===== src/rtl/stereo_mix_pkg.sv =====
package stereo_mix_pkg;
  parameter int unsigned CH_N    = 4;
  parameter int unsigned LVL_W   = 4;
  parameter int unsigned VOL_W   = 3;
  parameter int unsigned REG_W   = 8;
  localparam int unsigned LVL_MAX = (1 << LVL_W) - 1;
  localparam int unsigned SUM_MAX = CH_N * LVL_MAX;
  localparam int unsigned SUM_W   = $clog2(SUM_MAX + 1);
  localparam int unsigned OUT_MAX = SUM_MAX * (1 << VOL_W);
  localparam int unsigned OUT_W   = $clog2(OUT_MAX + 1);

  typedef enum logic { SEL_ROUTE = 1'b0, SEL_MASTER = 1'b1 } reg_sel_e;

  // sum of the channel levels whose mask bit is set
  function automatic logic [SUM_W-1:0] lane_sum(
    input logic [CH_N*LVL_W-1:0] lv,
    input logic [CH_N-1:0]       mask
  );
    logic [SUM_W-1:0] acc;
    acc = '0;
    for (int i = 0; i < CH_N; i++) begin
      if (mask[i]) acc = acc + SUM_W'(lv[i*LVL_W +: LVL_W]);
    end
    return acc;
  endfunction

  // gain of (volume + 1)
  function automatic logic [OUT_W-1:0] apply_gain(
    input logic [SUM_W-1:0] sum,
    input logic [VOL_W-1:0] vol
  );
    return OUT_W'(sum) * (OUT_W'(vol) + OUT_W'(1));
  endfunction
endpackage


===== src/rtl/mix_regs.sv =====
module mix_regs
  import stereo_mix_pkg::*;
(
  input  logic             clk,
  input  logic             rst_n,
  input  logic             wr_en,
  input  logic             wr_sel,
  input  logic [REG_W-1:0] wr_data,
  input  logic             rd_sel,
  output logic [REG_W-1:0] rd_data,
  output logic [REG_W-1:0] route_q,
  output logic [REG_W-1:0] master_q
);
  logic route_we, master_we;
  assign route_we  = wr_en && (wr_sel == SEL_ROUTE);
  assign master_we = wr_en && (wr_sel == SEL_MASTER);

  always_ff @(posedge clk) begin
    if (!rst_n) begin
      route_q  <= '0;
      master_q <= '0;
    end else begin
      if (route_we)  route_q  <= wr_data;
      if (master_we) master_q <= wr_data;
    end
  end

  assign rd_data = (rd_sel == SEL_MASTER) ? master_q : route_q;

  assert_hold_route_R2: assert property (@(posedge clk) disable iff (!rst_n)
    !route_we |=> $stable(route_q));
  assert_hold_master_R2: assert property (@(posedge clk) disable iff (!rst_n)
    !master_we |=> $stable(master_q));
endmodule


===== src/rtl/mix_lane.sv =====
module mix_lane
  import stereo_mix_pkg::*;
(
  input  logic                  clk,
  input  logic                  rst_n,
  input  logic                  pwr_en,
  input  logic [CH_N*LVL_W-1:0] levels,
  input  logic [CH_N-1:0]       mask,
  input  logic [VOL_W-1:0]      vol,
  output logic [OUT_W-1:0]      lane_q
);
  logic [SUM_W-1:0] sum_w;
  logic [OUT_W-1:0] gain_w;
  logic [OUT_W-1:0] scaled_w;

  assign sum_w    = lane_sum(levels, mask);
  assign gain_w   = OUT_W'(vol) + OUT_W'(1);
  assign scaled_w = apply_gain(sum_w, vol);

  always_ff @(posedge clk) begin
    if (!rst_n)       lane_q <= '0;
    else if (!pwr_en) lane_q <= '0;
    else              lane_q <= scaled_w;
  end

  assert_silent_lane_R4: assert property (@(posedge clk) disable iff (!rst_n)
    (mask == '0) |=> (lane_q == '0));
  assert_gain_multiple_R5: assert property (@(posedge clk) disable iff (!rst_n)
    $past(pwr_en) |-> ((lane_q % $past(gain_w)) == '0));
  assert_no_overflow_R9: assert property (@(posedge clk) disable iff (!rst_n)
    lane_q <= OUT_W'(OUT_MAX));
endmodule


===== src/rtl/stereo_mixer.sv =====
module stereo_mixer
  import stereo_mix_pkg::*;
(
  input  logic                  clk,
  input  logic                  rst_n,
  input  logic                  pwr_en,
  input  logic [CH_N*LVL_W-1:0] ch_lvl,
  input  logic                  wr_en,
  input  logic                  wr_sel,
  input  logic [REG_W-1:0]      wr_data,
  input  logic                  rd_sel,
  output logic [REG_W-1:0]      rd_data,
  output logic [OUT_W-1:0]      out_left,
  output logic [OUT_W-1:0]      out_right
);
  localparam int unsigned SIDES   = 2;
  localparam int unsigned FIELD_W = VOL_W + 1;

  logic [REG_W-1:0] route_q, master_q;
  logic [OUT_W-1:0] lane_out [SIDES];

  mix_regs u_regs (
    .clk      (clk),
    .rst_n    (rst_n),
    .wr_en    (wr_en),
    .wr_sel   (wr_sel),
    .wr_data  (wr_data),
    .rd_sel   (rd_sel),
    .rd_data  (rd_data),
    .route_q  (route_q),
    .master_q (master_q)
  );

  // side 0 = left: low route nibble, upper master field
  // side 1 = right: high route nibble, lower master field
  for (genvar s = 0; s < SIDES; s++) begin : g_side
    localparam int unsigned VOL_LSB = (SIDES - 1 - s) * FIELD_W;
    mix_lane u_lane (
      .clk    (clk),
      .rst_n  (rst_n),
      .pwr_en (pwr_en),
      .levels (ch_lvl),
      .mask   (route_q[s*CH_N +: CH_N]),
      .vol    (master_q[VOL_LSB +: VOL_W]),
      .lane_q (lane_out[s])
    );
  end

  assign out_left  = lane_out[0];
  assign out_right = lane_out[1];

  assert_power_off_R8: assert property (@(posedge clk) disable iff (!rst_n)
    !pwr_en |=> (out_left == '0 && out_right == '0));
endmodule


===== config.mk =====
export PLATFORM = sky130hd
export DESIGN_NAME = stereo_mixer
export DESIGN_NICKNAME = d
export VERILOG_FILES = /design/src/rtl/stereo_mix_pkg.sv /design/src/rtl/mix_regs.sv /design/src/rtl/mix_lane.sv /design/src/rtl/stereo_mixer.sv
export SDC_FILE = /design/constraint.sdc
export NUM_CORES = 1
export LEC_CHECK = 0
export BUFFER_PORTS_ARGS = -buffer_cell sky130_fd_sc_hd__buf_2
export CORE_MARGIN = 5
export CORE_UTILIZATION = 53
export DETAILED_ROUTE_END_ITERATION = 8
export MAX_ROUTING_LAYER = met4
export PLACE_DENSITY = 0.9
export SETUP_SLACK_MARGIN = 0.5
export SYNTH_ARGS = -nofsm -noshare
export SYNTH_HDL_FRONTEND = slang
export SYNTH_SLANG_ARGS = --single-unit

===== constraint.sdc =====
create_clock -name clk -period 5.5 [get_ports clk]
set_clock_uncertainty 0.15 [all_clocks]
set_input_delay 0.275 -clock clk [delete_from_list [all_inputs] [get_ports clk]]
set_output_delay 0.275 -clock clk [all_outputs]
set_load 0.05 [all_outputs]

# Word-level counts from Yosys, hierarchy flattened
# Cells that the tools add are included.
dict set report totals {
  regBits 34
  wordCells 27
}
dict set report classes {
  n_bitwise 1
  muxes 9
  n_reduce_logical 3
  addsub 8
  multipliers 2
}
# operator count
set op_table {}
lappend op_table {{$mux 6} 6}
lappend op_table {{$add 6x4->6} 4}
lappend op_table {{$mul 6x9->9} 2}
lappend op_table {{$add 4x4->5} 2}
lappend op_table {{$add 3x1->4 const B} 2}
lappend op_table {{$mux 4} 2}
lappend op_table {{$mux 8} 1}
lappend op_table {{$logic_and 1x1->1} 2}
lappend op_table {{$reduce_and 2->1} 1}
lappend op_table {{$not 1->1} 1}

# Longest topological paths before layout
dict set report logic_depth {
  word_depth 8
  ltp_mapped 28
}

# By module
# A second synthesis with hierarchy kept.
dict set report unflattened {
  hier_cells 454
  hier_area_um2 3906.2
}
# mod cells_per_inst area_each_um2 instances
set by_module_without_submodules {}
lappend by_module_without_submodules {{mix_lane at g_side[0].u_lane} 190 1590.3 1}
lappend by_module_without_submodules {{mix_lane at g_side[1].u_lane} 191 1587.8 1}
lappend by_module_without_submodules {mix_regs 73 728.2 1}

# Worst setup path before layout
# No wires, ideal clock.
dict set report synth_path {
  path_type {reg-to-reg}
  startpoint {register u_regs.route_q[4]}
  endpoint {register g_side[1].u_lane.lane_q[8]}
  synth_period_minus_slack_ps 5893
  stages_incl_launch_ff 21
  required_time_ps 5263
  slack_ps -393
  arrival_ps 5656
  cell_sequence {dfxtp_1 > and2_1 > ha_1 > fa_1 > mux2_2 > fa_1 > mux2_2 > fa_1 > xnor2_1 > nor2_1 > a21oi_1 > nand2b_1 > fa_1 > fa_1 > inv_1 > fa_1 > a21oi_1 > o21bai_1 > a2111oi_0 > o311ai_0 > o31ai_1}
}
dict set report synth_via {
  elab_chain_len 8
}
# item line
set synth_rtl {}
lappend synth_rtl {{from (decl)} mix_regs.sv:11} ;# output logic [REG_W-1:0] route_q,
lappend synth_rtl {{from (signal assigned)} mix_regs.sv:23} ;# if (route_we) route_q <= wr_data;
lappend synth_rtl {{$mux 4 (*)} stereo_mix_pkg.sv:22} ;# if (mask[i]) acc = acc + SUM_W'(lv[i*LVL_W +: LVL_W]);
lappend synth_rtl {{$add 4x4->5} stereo_mix_pkg.sv:22}
lappend synth_rtl {{$mux 6 (*)} stereo_mix_pkg.sv:22}
lappend synth_rtl {{$add 6x4->6} stereo_mix_pkg.sv:22}
lappend synth_rtl {{$mux 6 (*)} stereo_mix_pkg.sv:22}
lappend synth_rtl {{$add 6x4->6} stereo_mix_pkg.sv:22}
lappend synth_rtl {{$mux 6 (*)} stereo_mix_pkg.sv:22}
lappend synth_rtl {{$mul 6x9->9 (*)} stereo_mix_pkg.sv:32} ;# return OUT_W'(sum) * (OUT_W'(vol) + OUT_W'(1));
lappend synth_rtl {{to (signal assigned)} mix_lane.sv:23} ;# else lane_q <= scaled_w;
lappend synth_rtl {{to (decl)} mix_lane.sv:10} ;# output logic [OUT_W-1:0] lane_q
# Every way passes the cells marked *; elsewhere a longest branch is shown, timed or not.
# A chain may end at the register's enable or synchronous reset.

# Worst setup path in the final report
# Ends and elaborated chain as after synthesis.

==> results_dict.tcl <==
set metrics [dict create \
    status "complete, but fails checks" \
    violations "negative setup slack" \
    multi_input_area_um2 3360 \
    async_flop_share_pct 0 \
    max-cap-violations 0 \
    track_usage_pct 28.4 \
    num_vias 3846 \
    synth_nets 537 \
    portBuffers 55 \
    critPathArrivalTime_ns 5.98 \
    place.gp.congestion 0.954 \
    ys_seq_area_share_pct 18.2 \
    antenna_found_initial 0 \
    grt-ovfl-total 0 \
    synth.most_common_cell "ha_1" \
    rsz0062_at_grt "yes" \
    drt-pass1-iter-count 5 \
    grt_pass1_vias 4119 \
    netlist_top_cells_count "ha_1 (48), inv_1 (42), nor2_1 (37)" \
    yosys_warnings 0 \
    cp_common_cell "ha_4" \
    io-pin-count 56 \
    synth_cells 437 \
    place_inst 620 \
    period_minus_slack_ns 5.92 \
    peakVddDrop_mv 0.104 \
    clk_pin_slew_ns 0.08 \
    wl_mm 12.6 \
    path_class "flip-flop to flip-flop" \
    cp_slowest_cell "fa_1" \
    hold_depth 3 \
    die_w_um 93.9 \
    cts_tree "done" \
    power_frac_seq_pct 29.1 \
    final_area_um2 5420 \
    fp.dieH_um 93.9 \
    cts_root_buffer "clkbuf_8" \
    timing.fmax_mhz 169 \
    grt_pass1_wl_mm 18.9 \
    power.share.combinational_pct 38.8 \
    start_kind "flip-flop" \
    r2r_cells 28 \
    p_switching_uw 292 \
    clock_path_buffers 2 \
    diodes 0 \
    worst_pin_slew_ns 1.03 \
    dp_hpwl_mm 7.84 \
    row_count 30 \
    initial_core_util_pct 54.6 \
    p_total_uw 908 \
    cts-buffers-inserted 5 \
    syn2layout_area_growth_pct 45.3 \
    htreeDepth 2 \
    finalHoldViolations 0 \
    synth_edf_count 0 \
    placed_cell_area_um2 4590 \
    cp-end-kind "flip-flop" \
    yosysTopAreaCell "dfxtp_1" \
    grt_max_degree 25 \
    p_leak_uw 0.00258 \
    synth_area_leaders "dfxtp_1 (18%), ha_1 (16%), fa_1 (12%), mux2_2 (4.5%), inv_1 (4.2%)" \
    clock_power_share_pct 32.1 \
    wl_per_cell_um 19.0 \
    period_share_pct 108 \
    nFillCells 381 \
    synth.ff_latch_count 34 \
    min_path_type "input pin to flip-flop" \
    pre_cts_slack_ns -0.348 \
    fin_cells 663 \
    fin_ws_ns -0.421 \
    crit_path_max_fanout 4 \
    synth_top_area_share_pct 18.2 \
    die-area_um2 8820 \
    final_core_util_pct 79.3 \
    clk_latency_ns 0.29 \
    ant_nets 0 \
    core_um2 6830 \
    synth_flop_cell "dfxtp_1" \
    vias_per_cell 5.80 \
    postCtsHoldBufs 0 \
    syn_avg_cell_area_um2 8.54 \
    drive_gt1_share_pct 45.0 \
    synth_area_um2 3730 \
    critPathRequiredTime_ns 5.56 \
    clock_sinks 34 \
    drv_slew 0 \
    p_sw_share_pct 32.2 \
    nNetsFinal 666 \
    drt_iter0_drc 291 \
    synth_cell_types 48 \
    setup_viol 7 \
    regArea_um2 686 \
    slew_headroom_pct 31.1 \
    power_per_cell_area_nw_per_um2 168 \
    slowest_delay_ns 0.56 \
    drc_errors 0 \
    p_int_uw 616 \
]
[timing repair]
item | CTS | global route
pin swaps | 53 | 33
resized for setup | 48 | 39
setup buffers | 22 | 13
endpoints found under the setup margin | 12 | 12
[power groups by stage]
stage          sequential (uW)  clock, uW  combinational, uW
6_report                   265        291                352
3_5_place_dp               269          0                254
5_1_grt                    265        299                377
3_3_place_gp               269          0                244
2_1_floorplan              280          0                159
4_1_cts                    264        290                303
[per-stage QoR]
step,hold slack (ns),TNS [ns]
after global routing,0.130,-3.28
after CTS,0.116,-0.674
after global placement,0.302,-0.382
after floorplan,0.271,-0.127
final,0.111,-1.37
after detailed placement,0.320,-1.08
[registers in the layout, indices dropped and copies added (netlist names)]
signal / count
g_side.u_lane.lane_q: 18
u_regs.master_q: 8
u_regs.route_q: 8
[critical path, delay by kind of cell, from the launching register on]
kind | cells | cell delay (ns)
AND/OR/NAND/NOR | 7 | 1.02
XOR/XNOR | 2 | 0.27
buffers and inverters | 4 | 0.40
AO/OA/AOI/OAI | 7 | 0.97
flip-flops | 1 | 0.36
adder cells (fa/ha/maj) | 7 | 2.37
multiplexers | 1 | 0.29
[final cells by class]
class / count / share of cell area [%]
flip-flops and latches: 34 / 12.7
clock inverters: 2 / 1.11
clock buffers: 6 / 1.52
repair buffers: 135 / 17.5
multi-input cells: 347 / 62.0
well taps: 96 / 2.22
inverters: 43 / 3.03
[logic make-up (layout without fill, tap and decap cells)]
group,count (synthesis),in the layout,synth area share (%)
compound gates,75,75,13.1
xor+xnor,30,30,7.04
fa+ha+maj,72,72,28.4
buf+inv,56,186,5.67
flops,34,34,18.2
mux,30,30,8.55
simple gates,140,140,19.0
[metal layers]
| layer | vias up | track usage (%) | share of wire [%] |
|---|---|---|---|
| met4 | 0 | 16.7 | 5.6 |
| met3 | 71 | 5.69 | 7.2 |
| met1 | 1842 | 28.8 | 36 |
| met5 | - | - | 0 |
| li1 | 1736 | - | - |
| met2 | 197 | 50.4 | 51 |
[layout by cell type, fill, tap and decap left out, drive strengths merged, types with 8 or more instances in the layout]
cell type / instances
mux2: 15
ha: 48
dfxtp: 34
nand3: 11
and2: 14
mux2i: 15
fa: 22
nor2: 37
nor2b: 14
and3: 8
a21oi: 23
nand2: 33
xor2: 15
buf: 135
xnor2: 15
o21ai: 15
a21boi: 8
nand2b: 9
inv: 42
[path summary, 6_finish.rpt]
| kind | to | slack [ns] | from |
|---|---|---|---|
| setup / recovery | g_side[1].u_lane.lane_q[8]$_SDFF_PN0_ | -0.42 | u_regs.route_q[4]$_SDFFE_PN0P_ |
| hold / removal | u_regs.master_q[3]$_SDFFE_PN0P_ | 0.11 | wr_data[3] |
| setup reg to reg | g_side[1].u_lane.lane_q[8]$_SDFF_PN0_ | -0.42 | u_regs.route_q[4]$_SDFFE_PN0P_ |
| hold reg to reg | u_regs.master_q[3]$_SDFFE_PN0P_ | 0.34 | u_regs.master_q[3]$_SDFFE_PN0P_ |
No activity file was read; power rests on OpenSTA's default activity.
